File: src/rtl/rx_hold_fifo.sv
module rx_hold_fifo #(
  parameter int W       = 32,
  parameter int DEPTH   = 128,
  parameter int LO_MARK = 32,
  parameter int HI_MARK = 64,
  parameter int HYST    = 8,
  parameter int SEL_BIT = 2,
  parameter int SW      = 8
) (
  input  logic         clk,
  input  logic         rst_n,
  input  logic         clr,
  input  logic         cfg_we,
  input  logic [7:0]   cfg_wdata,
  output logic [7:0]   cfg_q,
  input  logic         in_valid,
  input  logic [W-1:0] in_data,
  output logic         out_valid,
  input  logic         out_ready,
  output logic [W-1:0] out_data,
  output logic         hold,
  input  logic         holda,
  output logic         rx_err,
  output logic [SW-1:0] slack_cnt
);
  localparam int AW = $clog2(DEPTH);
  localparam int CW = $clog2(DEPTH + 1);

  logic [W-1:0]  mem [DEPTH];
  logic [AW-1:0] wp, rp;
  logic [CW-1:0] count;
  logic          ack;

  wire           full     = count == CW'(DEPTH);
  wire           pop      = out_valid && out_ready;
  wire           push     = in_valid && !rx_err && (!full || pop);
  wire           ovf      = in_valid && !rx_err && full && !pop;
  wire [CW-1:0]  free     = CW'(DEPTH) - count;
  wire [CW-1:0]  thr      = cfg_q[SEL_BIT] ? CW'(HI_MARK) : CW'(LO_MARK);
  wire           hold_nxt = hold ? (free < thr + CW'(HYST)) : (free < thr);

  assign out_valid = count != '0;
  assign out_data  = mem[rp];

  always_ff @(posedge clk)
    if (push) mem[wp] <= in_data;

  always_ff @(posedge clk or negedge rst_n) begin
    if (!rst_n)
      cfg_q <= '0;
    else if (cfg_we)
      cfg_q <= cfg_wdata;
  end

  always_ff @(posedge clk or negedge rst_n) begin
    if (!rst_n) begin
      wp <= '0; rp <= '0; count <= '0;
      hold <= 1'b0; ack <= 1'b0; rx_err <= 1'b0; slack_cnt <= '0;
    end else if (clr) begin
      wp <= '0; rp <= '0; count <= '0;
      hold <= 1'b0; ack <= 1'b0; rx_err <= 1'b0; slack_cnt <= '0;
    end else begin
      if (push) wp <= wp + 1'b1;
      if (pop)  rp <= rp + 1'b1;
      count  <= count + CW'(push) - CW'(pop);
      rx_err <= rx_err | ovf;
      hold   <= hold_nxt;
      ack    <= hold_nxt && (ack || (hold && holda));
      if (!hold && hold_nxt)
        slack_cnt <= '0;
      else if (hold && !ack && !holda && push && slack_cnt != '1)
        slack_cnt <= slack_cnt + 1'b1;
    end
  end
endmodule

File: config.mk
export PLATFORM = sky130hd
export DESIGN_NAME = rx_hold_fifo
export DESIGN_NICKNAME = d
export VERILOG_FILES = /design/src/rtl/rx_hold_fifo.sv
export SDC_FILE = /design/constraint.sdc
export NUM_CORES = 2
export LEC_CHECK = 0
export BUFFER_PORTS_ARGS = -buffer_cell sky130_fd_sc_hd__buf_2
export CAP_MARGIN = 30
export CORE_ASPECT_RATIO = 1.5
export CORE_MARGIN = 1.5
export CORE_UTILIZATION = 39
export DETAILED_ROUTE_END_ITERATION = 16
export GPL_ROUTABILITY_DRIVEN = 0
export GPL_TIMING_DRIVEN = 0
export HOLD_SLACK_MARGIN = 0.08
export PLACE_DENSITY_LB_ADDON = 0.12
export SYNTH_ARGS = -nofsm -noshare
export SYNTH_HDL_FRONTEND = slang
export SYNTH_SLANG_ARGS = --single-unit
File: constraint.sdc
create_clock -name clk -period 3.9 [get_ports clk]
set_input_delay 0.585 -clock clk [delete_from_list [all_inputs] [get_ports clk]]
set_output_delay 0.585 -clock clk [all_outputs]
set_load 0.03 [all_outputs]
==> out/qor.json <==
{
  "drt_first_pass_iters": 7,
  "cts_tree": "yes",
  "worst_skew_pair_latency_ns": 1.12,
  "setup-violations-final": 1307,
  "grt_setup_unrepaired": "yes",
  "wl_met3_um": 68600,
  "post-place-cells": 13424,
  "drc_errors": 0,
  "post-dp-hpwl_um": 486000,
  "netlist.top_cell.by_area": "sky130_fd_sc_hd__edfxtp_1",
  "ys_top_cells_by_area": "sky130_fd_sc_hd__edfxtp_1 77%, sky130_fd_sc_hd__mux4_2 9.8%, sky130_fd_sc_hd__mux2i_1 4.2%, sky130_fd_sc_hd__a22oi_1 0.96%, sky130_fd_sc_hd__mux2_2 0.69%",
  "route.antenna.remaining_nets": 0,
  "worst_setup_hold_path_clk_slew_ns": 0.07,
  "setup.worst_path.class": "reg2out",
  "layout_min_cycle_time_ns": 5.21,
  "grt_start_max_net_pins": 105,
  "starting_density_of_the_core_pct": 39.2,
  "floorplan_die_area_um2": 412000,
  "vias": 92348,
  "number_of_placement_rows": 287,
  "clock_tree.root_cell": "sky130_fd_sc_hd__clkbuf_16",
  "syn-instance-count": 7556,
  "timing.hold.ws_ns": 0.0950,
  "die_y_um": 786,
  "io_pins": 98,
  "min_period_over_period_pct": 133,
  "yosys_most_used_dff": "sky130_fd_sc_hd__edfxtp_1",
  "grt_first_pass_wirelength_um": 892000,
  "final_layout_size_suffix_gt1_share_pct": 33.4,
  "post_synth.cell_area_avg_um2": 21.1,
  "worst_hold_path_type": "in2reg",
  "synth_seq_cells": 4137,
  "mappedNetlistNets": 7624,
  "status": "finished, violations left",
  "arrival_ns": 4.62,
  "worst-slew-pin-transition_ns": 1.10,
  "design.final.nets": 8879,
  "crit_path_start_kind": "flip-flop",
  "grt_overflow": 0,
  "route.detailed.vias_per_inst": 6.36,
  "drt_first_iter_violations": 13861,
  "cts_buffers": 404,
  "cap_viol_max_count": 0,
  "antenna_found_initial": 62,
  "placed_area_um2": 176000,
  "fmax_ghz": 0.192,
  "power.ir.vdd_worst_v": 0.000403,
  "failed_checks": "setup timing",
  "power.density_nw_per_um2": 579,
  "report.power.total_mw": 115,
  "cts_num_sinks": 4137,
  "cp_max_fo": 10,
  "slew_headroom_pct": 26.4,
  "fraction_of_registers_with_async_set_reset_pct": 0.991,
  "skew_ns": 0.0957,
  "synth_enable_flop_cells": 4096,
  "ys_warn_count": 0,
  "post-route-util_pct": 48.8,
  "hold_viol_final": 0,
  "synth_top_area_share_pct": 77.2,
  "die_w_um": 525,
  "wirelength_routed_um": 704000,
  "final.setup.tns_ns": -336.83,
  "layout.cells.non_filler": 14509,
  "highest_layer": "met5",
  "filler_cell_count": 32987,
  "via_count_of_the_first_global_routing_pass": 88884,
  "core_um2": 407000,
  "static-leakage-power_nw": 61.4,
  "post-place-ws_ns": -2.43,
  "critPathCaptureType": "output port",
  "unique_cell_type_count_in_the_yosys_netlist": 68,
  "setup_slack_ns": -1.31,
  "routed_length_on_met1_um": 227000,
  "htreeDepth": 5,
  "timing_max_transition_violations_final": 0,
  "area_delta_synth_final_pct": 24.7,
  "track_usage_pct": 33.5,
  "routedWlPerCell_um": 48.6,
  "synth-seq-area-share_pct": 77.8,
  "stdcell_area_um2": 199000,
  "place.port_buffers": 95,
  "required_ns": 3.31,
  "met2_wirelength_um": 330000,
  "synthesis.area_um2": 159000,
  "cts-root-to-sink-buffers": 4
}
path summary, 6_finish.rpt:
check                        startpoint           end  slack, ns  cells after the start
min in group asynchronous         rst_n      count[5]       0.52                      4
min reg2reg                slack_cnt[7]  slack_cnt[7]       0.57                      2
max reg2reg                    count[4]   mem[59][10]      -0.70                     12
max in group asynchronous         rst_n  slack_cnt[4]       2.34                      5
max                               rp[1]   out_data[9]      -1.31                      9
min                          in_data[6]    mem[12][6]       0.09                      1
worst max-delay path: stages, from the launching register on:
cell and delay [ns]:
sky130_fd_sc_hd__dfrtp_2 0.49, sky130_fd_sc_hd__buf_12 0.24, sky130_fd_sc_hd__buf_6 0.35, sky130_fd_sc_hd__buf_8 0.32, sky130_fd_sc_hd__mux4_2 0.43, sky130_fd_sc_hd__a22oi_2 0.47, sky130_fd_sc_hd__nand3_2 0.24, sky130_fd_sc_hd__a211oi_4 0.64
sky130_fd_sc_hd__a31oi_4 0.10, sky130_fd_sc_hd__buf_6 0.18
per-layer routing:
metal / up-vias / global-route usage, %
met5: - / 0.243
met4: 28 / 29.5
met3: 2131 / 9.09
met2: 6397 / 54.1
met1: 49469 / 36.4
li1: 34323 / -
flip-flops by register name, summed over array words and instances, names as in the netlist:
signal     count
mem         4096
hold           1
rx_err         1
wp             7
ack            1
rp             7
slack_cnt      8
cfg_q          8
count          8
final cells by class:
cell class	instances	area, µm²	share of cell area [%]
Clock buffer	486	10500	5.27
Tap cell	5346	6690	3.37
Timing Repair Buffer	859	12300	6.20
Buffer	428	5480	2.76
Sequential cell	4137	124000	62.4
Antenna cell	29	72.6	0.0365
Clock inverter	243	2430	1.23
Inverter	18	67.6	0.0340
Multi-Input combinational cell	2963	37100	18.7
synth_stat cells, drive strengths merged, types with 7 or more instances:
library cell	number
nor3	16
ha	20
o211ai	39
nand3	55
nand2	147
a22oi	203
xnor2	14
nor2	190
mux2	98
o32a	8
inv	18
nand4	7
nor2b	27
o22ai	57
dfrtp	41
a31oi	31
a211oi	135
edfxtp	4096
mux4	692
buf	272
a22o	39
o21ai	91
o221ai	46
a21oi	155
xor2	12
a21boi	44
mux2i	664
a2111oi	27
clkbuf	166
a221oi	90
kinds of logic (layout without fill, tap and decap cells):
| kind of cell | count (synthesis) | in the layout | share of synthesized area, % |
|---|---|---|---|
| AOI/OAI and AO/OA | 984 | 984 | 4.37 |
| xor gates and xnor gates | 26 | 26 | 0.143 |
| adders and majority gates | 21 | 21 | 0.170 |
| buffers and inverters | 456 | 2034 | 1.50 |
| DFF | 4137 | 4137 | 77.8 |
| muxes | 1454 | 1454 | 14.6 |
| other | 0 | 29 | 0 |
| and+or+nand+nor | 478 | 478 | 1.32 |
cell usage in the layout (no fill, tap or decap), types with 40 or more instances in the layout:
| cell | netlist | routed |
|---|---|---|
| sky130_fd_sc_hd__edfxtp_1 | 4096 | 4096 |
| sky130_fd_sc_hd__a22oi_2 | 0 | 41 |
| sky130_fd_sc_hd__clkbuf_2 | 0 | 57 |
| sky130_fd_sc_hd__o221ai_1 | 46 | 42 |
| sky130_fd_sc_hd__buf_6 | 36 | 205 |
| sky130_fd_sc_hd__a211oi_2 | 0 | 43 |
| sky130_fd_sc_hd__buf_8 | 1 | 104 |
| sky130_fd_sc_hd__buf_4 | 43 | 272 |
| sky130_fd_sc_hd__o21ai_0 | 84 | 60 |
| sky130_fd_sc_hd__clkbuf_16 | 0 | 417 |
| sky130_fd_sc_hd__dlygate4sd3_1 | 0 | 53 |
| sky130_fd_sc_hd__mux2i_1 | 664 | 608 |
| sky130_fd_sc_hd__clkbuf_1 | 166 | 121 |
| sky130_fd_sc_hd__clkinv_2 | 0 | 79 |
| sky130_fd_sc_hd__a221oi_1 | 88 | 46 |
| sky130_fd_sc_hd__a211oi_1 | 135 | 62 |
| sky130_fd_sc_hd__a21oi_1 | 154 | 134 |
| sky130_fd_sc_hd__o22ai_1 | 57 | 53 |
| sky130_fd_sc_hd__buf_2 | 167 | 55 |
| sky130_fd_sc_hd__mux2_2 | 98 | 98 |
| sky130_fd_sc_hd__mux2i_4 | 0 | 42 |
| sky130_fd_sc_hd__nor2_4 | 0 | 141 |
| sky130_fd_sc_hd__buf_16 | 0 | 151 |
| sky130_fd_sc_hd__nand2_1 | 147 | 127 |
| sky130_fd_sc_hd__nor2_1 | 189 | 45 |
| sky130_fd_sc_hd__clkinv_1 | 0 | 80 |
| sky130_fd_sc_hd__a22oi_1 | 203 | 162 |
| sky130_fd_sc_hd__buf_12 | 2 | 286 |
| sky130_fd_sc_hd__a21boi_0 | 44 | 40 |
| sky130_fd_sc_hd__mux4_2 | 692 | 692 |
report_power, final:
part / leakage (nW) / internal [mW] / switching (mW)
Combinational: 17.7 / 10.3 / 16.1
Sequential: 37.4 / 49.0 / 0.0936
Clock: 6.29 / 21.7 / 17.9
what timing repair did:
action | 4_1_cts | 5_1_grt
setup buffers | 78 | 191
hold buffers | 53 | 0
cloned | 4 | 8
resized for setup | 1074 | 513
endpoints found under the hold margin | 1050 | 0
pin swaps | 88 | 125
setup endpoints to repair | 4025 | 3587
Power figures use the tool's default switching activity.
